[config.mk]
export PLATFORM = sky130hd
export DESIGN_NAME = hazard_ctrl
export DESIGN_NICKNAME = d
export VERILOG_FILES = /design/src/rtl/hz_pkg.sv /design/src/rtl/hz_fwd_sel.sv /design/src/rtl/hz_load_use.sv /design/src/rtl/hz_port_arb.sv /design/src/rtl/hazard_ctrl.sv
export SDC_FILE = /design/constraint.sdc
export NUM_CORES = 1
export LEC_CHECK = 0
export BUFFER_PORTS_ARGS = -buffer_cell sky130_fd_sc_hd__buf_2
export CAP_MARGIN = 20
export CORE_MARGIN = 3
export CORE_UTILIZATION = 39
export DETAILED_ROUTE_END_ITERATION = 12
export PLACE_DENSITY_LB_ADDON = 0.08
export SLEW_MARGIN = 0
export SYNTH_ARGS = -nofsm -noshare
export SYNTH_HDL_FRONTEND = slang
export SYNTH_SLANG_ARGS = --single-unit
[constraint.sdc]
create_clock -name vclk -period 3.7
set_input_delay 0.74 -clock vclk [all_inputs]
set_output_delay 0.74 -clock vclk [all_outputs]
set_load 0.02 [all_outputs]
[src/rtl/hz_pkg.sv]
package hz_pkg;
  typedef enum logic [1:0] {
    FWD_RF  = 2'b00,
    FWD_WB  = 2'b01,
    FWD_MEM = 2'b10
  } fwd_sel_e;
endpackage

[src/rtl/hz_fwd_sel.sv]
module hz_fwd_sel
  import hz_pkg::*;
#(
  parameter int REG_AW = 5
) (
  input  logic              clk_i,
  input  logic              rst_ni,
  input  logic [REG_AW-1:0] src_i,
  input  logic [REG_AW-1:0] mem_rd_i,
  input  logic              mem_wen_i,
  input  logic [REG_AW-1:0] wb_rd_i,
  input  logic              wb_wen_i,
  output fwd_sel_e          sel_o
);
  logic src_nz, mem_hit, wb_hit;

  assign src_nz  = (src_i != '0);
  assign mem_hit = src_nz && mem_wen_i && (mem_rd_i == src_i);
  assign wb_hit  = src_nz && wb_wen_i && (wb_rd_i == src_i);

  // newer producer first
  always_comb begin
    if (mem_hit)     sel_o = FWD_MEM;
    else if (wb_hit) sel_o = FWD_WB;
    else             sel_o = FWD_RF;
  end

  AST_FWD_ZERO_SRC: assert property (@(posedge clk_i) disable iff (!rst_ni)
    (src_i == '0) |-> (sel_o == FWD_RF));
  AST_FWD_WB_WRITER: assert property (@(posedge clk_i) disable iff (!rst_ni)
    (sel_o == FWD_WB) |-> (wb_wen_i && wb_rd_i == src_i && !(mem_wen_i && mem_rd_i == src_i)));
  AST_FWD_MEM_WRITER: assert property (@(posedge clk_i) disable iff (!rst_ni)
    (sel_o == FWD_MEM) |-> (mem_wen_i && mem_rd_i == src_i));
endmodule

[src/rtl/hz_load_use.sv]
module hz_load_use #(
  parameter int NUM_SRC = 2,
  parameter int REG_AW  = 5
) (
  input  logic                      clk_i,
  input  logic                      rst_ni,
  input  logic [NUM_SRC*REG_AW-1:0] id_rs_i,
  input  logic [NUM_SRC-1:0]        id_rs_used_i,
  input  logic [REG_AW-1:0]         ex_rd_i,
  input  logic                      ex_wen_i,
  input  logic                      ex_load_i,
  output logic                      hit_o
);
  logic [NUM_SRC-1:0] src_hit;
  logic               producer_ok;

  assign producer_ok = ex_load_i && ex_wen_i && (ex_rd_i != '0);

  for (genvar k = 0; k < NUM_SRC; k++) begin : g_src
    assign src_hit[k] = id_rs_used_i[k] && (id_rs_i[k*REG_AW +: REG_AW] == ex_rd_i);
  end

  assign hit_o = producer_ok && (|src_hit);

  AST_LU_NEEDS_LOAD: assert property (@(posedge clk_i) disable iff (!rst_ni)
    hit_o |-> (ex_load_i && ex_rd_i != '0));
  AST_LU_NEEDS_USED: assert property (@(posedge clk_i) disable iff (!rst_ni)
    (id_rs_used_i == '0) |-> !hit_o);
endmodule

[src/rtl/hz_port_arb.sv]
module hz_port_arb (
  input  logic clk_i,
  input  logic rst_ni,
  input  logic mem_acc_i,
  output logic imem_grant_o,
  output logic dmem_grant_o,
  output logic conflict_o
);
  // fetch requests every cycle; data access always wins
  assign dmem_grant_o = mem_acc_i;
  assign imem_grant_o = !mem_acc_i;
  assign conflict_o   = mem_acc_i;

  AST_PORT_ONE_OWNER: assert property (@(posedge clk_i) disable iff (!rst_ni)
    $onehot0({imem_grant_o, dmem_grant_o}));
  AST_PORT_NEVER_IDLE: assert property (@(posedge clk_i) disable iff (!rst_ni)
    (imem_grant_o || dmem_grant_o));
endmodule

[src/rtl/hazard_ctrl.sv]
module hazard_ctrl
  import hz_pkg::*;
#(
  parameter int NUM_SRC = 2,
  parameter int REG_AW  = 5
) (
  input  logic                      clk_i,
  input  logic                      rst_ni,
  input  logic [NUM_SRC*REG_AW-1:0] id_rs_i,
  input  logic [NUM_SRC-1:0]        id_rs_used_i,
  input  logic [NUM_SRC*REG_AW-1:0] ex_rs_i,
  input  logic [REG_AW-1:0]         ex_rd_i,
  input  logic                      ex_wen_i,
  input  logic                      ex_load_i,
  input  logic [REG_AW-1:0]         mem_rd_i,
  input  logic                      mem_wen_i,
  input  logic                      mem_acc_i,
  input  logic [REG_AW-1:0]         wb_rd_i,
  input  logic                      wb_wen_i,
  input  logic                      mispredict_i,
  output logic [2*NUM_SRC-1:0]      fwd_sel_o,
  output logic                      pc_hold_o,
  output logic                      ifid_hold_o,
  output logic                      ifid_bubble_o,
  output logic                      idex_bubble_o,
  output logic                      ifid_flush_o,
  output logic                      idex_flush_o,
  output logic                      imem_grant_o,
  output logic                      dmem_grant_o
);
  localparam int SelW = 2;

  logic lu_hit, port_conf, flush, stall_any;

  for (genvar k = 0; k < NUM_SRC; k++) begin : g_fwd
    fwd_sel_e sel;
    hz_fwd_sel #(.REG_AW(REG_AW)) u_fwd (
      .clk_i    (clk_i),
      .rst_ni   (rst_ni),
      .src_i    (ex_rs_i[k*REG_AW +: REG_AW]),
      .mem_rd_i (mem_rd_i),
      .mem_wen_i(mem_wen_i),
      .wb_rd_i  (wb_rd_i),
      .wb_wen_i (wb_wen_i),
      .sel_o    (sel)
    );
    assign fwd_sel_o[k*SelW +: SelW] = sel;
  end

  hz_load_use #(.NUM_SRC(NUM_SRC), .REG_AW(REG_AW)) u_lu (
    .clk_i       (clk_i),
    .rst_ni      (rst_ni),
    .id_rs_i     (id_rs_i),
    .id_rs_used_i(id_rs_used_i),
    .ex_rd_i     (ex_rd_i),
    .ex_wen_i    (ex_wen_i),
    .ex_load_i   (ex_load_i),
    .hit_o       (lu_hit)
  );

  hz_port_arb u_arb (
    .clk_i       (clk_i),
    .rst_ni      (rst_ni),
    .mem_acc_i   (mem_acc_i),
    .imem_grant_o(imem_grant_o),
    .dmem_grant_o(dmem_grant_o),
    .conflict_o  (port_conf)
  );

  // flush outranks every stall; reset keeps the young stages squashed
  assign flush     = mispredict_i || !rst_ni;
  assign stall_any = (lu_hit || port_conf) && !flush;

  assign ifid_flush_o  = flush;
  assign idex_flush_o  = flush;
  assign pc_hold_o     = stall_any;
  assign ifid_hold_o   = lu_hit && !flush;
  // lost fetch leaves IF/ID empty unless decode must be kept for load-use
  assign ifid_bubble_o = port_conf && !lu_hit && !flush;
  assign idex_bubble_o = lu_hit && !flush;

  AST_FLUSH_WINS: assert property (@(posedge clk_i) disable iff (!rst_ni)
    mispredict_i |-> !(pc_hold_o || ifid_hold_o || ifid_bubble_o || idex_bubble_o));
  AST_BUBBLE_HOLDS_FRONT: assert property (@(posedge clk_i) disable iff (!rst_ni)
    idex_bubble_o |-> (pc_hold_o && ifid_hold_o));
  AST_HOLD_OR_EMPTY: assert property (@(posedge clk_i) disable iff (!rst_ni)
    !(ifid_hold_o && ifid_bubble_o));
  AST_PORT_STALLS_PC: assert property (@(posedge clk_i) disable iff (!rst_ni)
    (dmem_grant_o && !mispredict_i) |-> pc_hold_o);
endmodule

---- After elaboration in Yosys (flattened, before gate mapping) ----
Cells that the tools add are included.
word-level totals
  input port bits ......................... 45
  word-level logic and storage cells ...... 37
  register bits after elaboration ......... 0
cells by class
  muxes and demuxes ....................... 4
  equality and inequality tests ........... 6
  reduce and logical (&&, ||, !) cells .... 27
operators with widths
  cell               number
  $eq 5x5->1         6
  $logic_and 1x1->1  17
  $reduce_bool 5->1  3
  $logic_not 1->1    4
  $mux 2             2
  $logic_or 1x1->1   2
  $mux 1             2
  $reduce_or 2->1    1

---- Longest topological paths before layout ----
  word-level depth ........................ 7
  depth in mapped cells ................... 5
  gate-level depth less buffers ........... 4

---- By module ----
From an unflattened synthesis, not the netlist that was laid out.
second synthesis, totals
  cell total of the unflattened synthesis .. 66
  area total of the unflattened synthesis .. 503.0 um^2
by module, submodules not included
  module       instances  area each (um^2)  cells each  seq. area each (um^2)
  hz_fwd_sel   2          146.4             19          0.0
  hz_load_use  1          135.1             17          0.0
  hazard_ctrl  1          56.3              8           0.0
  hz_port_arb  1          18.8              3           0.0

---- Worst setup path before layout ----
OpenSTA, ideal clock, no wires.
  path kind ............................... in2out
  from .................................... input rst_ni
  to ...................................... output ifid_hold_o
  required time ........................... 2.960 ns
  arrival time ............................ 1.969 ns
  stages on the path ...................... 5
  slack ................................... 0.991 ns
  buffers on the path ..................... 1
  path through ............................ nor2b_1 > inv_1 > or3_1 > nor2_1 > buf_4
on the way
  longest elaborated chain between the ends .. 4
ends and longest elaborated chain
  item                RTL line           text
  start: declaration  hazard_ctrl.sv:8   input logic rst_ni,
  $logic_not 1->1     hazard_ctrl.sv:71  assign flush = mispredict_i || !rst_ni;
  $logic_or 1x1->1    hazard_ctrl.sv:71
  via idex_flush_o    hazard_ctrl.sv:27  output logic idex_flush_o,
  $logic_not 1->1     --
  $logic_and 1x1->1   --
  end: declaration    hazard_ctrl.sv:23  output logic ifid_hold_o,
The timed path passes the listed nets, and every way through them passes these cells.

---- Worst setup path in the final report ----
  from .................................... input ex_rd_i[3]
  to ...................................... output ifid_bubble_o
on the way
  longest elaborated chain between the ends .. 7
  elaborated cells between the ends (all ways) .. 11
ends and longest elaborated chain
  item                              RTL line           text
  start: declaration                hazard_ctrl.sv:12  input logic [REG_AW-1:0] ex_rd_i,
  $eq 5x5->1                        hz_load_use.sv:20  assign src_hit[k] = id_rs_used_i[k] && (id_rs_i[k*REG_AW +: REG_AW] == ex_rd_i);
  $logic_and 1x1->1                 hz_load_use.sv:20
  $reduce_or 2->1                   hz_load_use.sv:23  assign hit_o = producer_ok && (|src_hit);
  $logic_and 1x1->1 *               hz_load_use.sv:23
  $logic_not 1->1 *                 hazard_ctrl.sv:79  assign ifid_bubble_o = port_conf && !lu_hit && !flush;
  $logic_and 1x1->1 * (2 in a row)  hazard_ctrl.sv:79
  end: declaration                  hazard_ctrl.sv:24  output logic ifid_bubble_o,
Mark *: on every way between the ends. The rest lies on a longest branch, timed or not.

==> summary.md <==
| Metric | Value |
|---|---|
| Die W | `42.2 um` |
| Critical Path AT | `2.05 ns` |
| Initial antenna violation count | `0` |
| Core ar. | `0.00117 mm2` |
| # clk buffers | `0` |
| Yosys warning count | `0` |
| Worst-margin pin slew | `0.290 ns` |
| Layout area overhead | `51.0%` |
| Layout cells sized above 1 | `56.1%` |
| Syn Nets | `108` |
| Most frequent cell after synthesis | `xnor2_1` |
| Pwr Density | `108 mW/mm2` |
| Max Slew Vio Count | `0` |
| Hold Crit Class | `primary input to primary output` |
| Cell area after synthesis | `510 um2` |
| Antenna-violating nets left | `0` |
| Final Power | `82.9 uW` |
| Setup_tns | `0 ns` |
| Sequential cells | `0` |
| Detailed-route DRC error count | `0` |
| CP endpoint | `ifid_bubble_o` |
| Hold slack final | `1.73 ns` |
| Worst VDD drop | `0.0514 mV` |
| Routed wire length | `1390 um` |
| Pre-CTS setup slack | `0.899 ns` |
| Fin crit period | `2.79 ns` |
| Commonest cells in the netlist | `xnor2_1 (18), xor2_1 (12), buf_4 (5)` |
| I/O pins | `57` |
| Cell mode on critical path | `buf_2` |
| RSZ-0062 raised after global routing | `false` |
| Post-CTS Hold Fix Bufs | `0` |
| Post-CTS sizing | `0` |
| Startpoint types | `primary input` |
| First-pass GRT wire length | `2210 um` |
| Yosys top cell by area | `xnor2_1` |
| Total track usage | `14.8%` |
| Starting Density | `43.6%` |
| Largest net degree at the start of global routing | `5` |
| Router iterations before antenna repair | `4` |
| Syn_area_per_cell | `8.10 um2` |
| Final Hold Fails | `0` |
| Routed wire per std cell | `10.8 um` |
| Detailed Place HPWL | `1370 um` |
| CP peak stage delay | `0.37 ns` |
| Post-CTS Setup Bufs | `0` |
| Max_cap viols | `0` |
| Synth top area cells | `xnor2_1 (31%), xor2_1 (21%), nor4_2 (9.8%)` |
| Layout net count | `161` |
| Register Area | `0 um2` |
| Vias | `623` |
| Final Wtd Congestion | `0.739` |
| Max Fclk | `358 MHz` |
| Critical path class | `primary input to primary output` |
| Slew headroom | `80.7%` |
| Number of global-route vias before repair | `574` |
| Yosys cell types | `18` |
| Leakage | `0.000363 uW` |
| Worst Path Required | `2.96 ns` |
| Period utilisation layout | `75.5%` |
| Die height | `42.2 um` |
| Post-synthesis sequential area ratio | `0%` |
| N_diodes | `0` |
| Die ar. | `0.00178 mm2` |
| Worst-path maximum fanout | `3` |
| GRT overflow | `0` |
| Crit end category | `primary output` |
| Synth Instances | `63` |
| Outcome | `complete, no violations` |
| Via density | `4.87` |
| Port bufs | `56` |
| Critical Path Source | `ex_rd_i[3]` |
| Row count | `12` |
| Setup ws final | `0.906 ns` |
| Detailed router's first-iteration violation count | `2` |
| Yosys top cell area share | `30.9%` |
| Cells along the critical path | `buf_2 > xor2_1 > nor4_1 > a32oi_1 > o311a_1 > buf_2` |
| Slowest-stage cell, CP | `o311a_1` |
| Setup Viol. Count Final | `0` |
critical path, delay by kind of cell:
family | cells | cell delay, ns
buffers and inverters | 2 | 0.28
AOI/OAI and AO/OA | 2 | 0.57
xor gates and xnor gates | 1 | 0.16
and+or+nand+nor | 1 | 0.31
layout by cell type, fill, tap and decap left out:
cell type / synthesis / routed
buf_2: 0 / 56
xnor2_1: 18 / 18
xor2_1: 12 / 12
nand4_1: 4 / 4
nor4_2: 4 / 4
nand2_1: 3 / 3
or4_4: 2 / 2
nor2_4: 2 / 2
inv_1: 2 / 2
nor4_1: 2 / 2
nor2_1: 2 / 2
nor2b_1: 1 / 1
and2_0: 1 / 1
a32oi_1: 1 / 1
or4_1: 1 / 1
o311a_1: 1 / 1
or3_1: 1 / 1
o22ai_1: 1 / 1
per-stage QoR:
step / instance area, um2 / cells / utilization, %
after floorplan: 510 / 63 / -
after global placement: 771 / 128 / 65.8
after detailed placement: 771 / 128 / 65.8
after CTS: 771 / 128 / 65.8
after global routing: 771 / 128 / 65.8
final: 771 / 128 / 65.8
layout make-up:
| type | count | area, um2 |
|---|---|---|
| Fill cell | 110 | 400 |
| Multi-Input combinational cell | 56 | 465 |
| Tap cell | 14 | 17.5 |
| Inverter | 2 | 7.51 |
| Timing Repair Buffer | 56 | 280 |
per-layer routing:
layer	global-route usage, %	routed length (um)	vias up
li1	-	-	322
met1	15.5	467	268
met2	31.6	757	33
met3	2.15	163	0
met4	0	0	0
met5	0	0	-
logic make-up after synthesis:
kind of cell / after synthesis / synth area share, %
buffers and inverters: 7 / 8.82
and+or+nand+nor: 23 / 34.8
AOI/OAI and AO/OA: 3 / 4.90
xor gates and xnor gates: 30 / 51.5
worst min path at each step:
stage | from | end | slack (ns) | depth (start not counted)
floorplan | mem_acc_i | imem_grant_o | 1.56 | 1
global placement | mem_acc_i | dmem_grant_o | 1.73 | 2
detailed placement | mem_acc_i | dmem_grant_o | 1.73 | 2
CTS | mem_acc_i | dmem_grant_o | 1.73 | 2
global route | mem_acc_i | dmem_grant_o | 1.75 | 2
finish | mem_acc_i | dmem_grant_o | 1.73 | 2
power by group:
part / internal [uW] / total [uW] / switching (uW)
logic: 42.3 / 82.9 / 40.6
registers: 0 / 0 / 0
clock network: 0 / 0 / 0
Power figures use the tool's default switching activity.
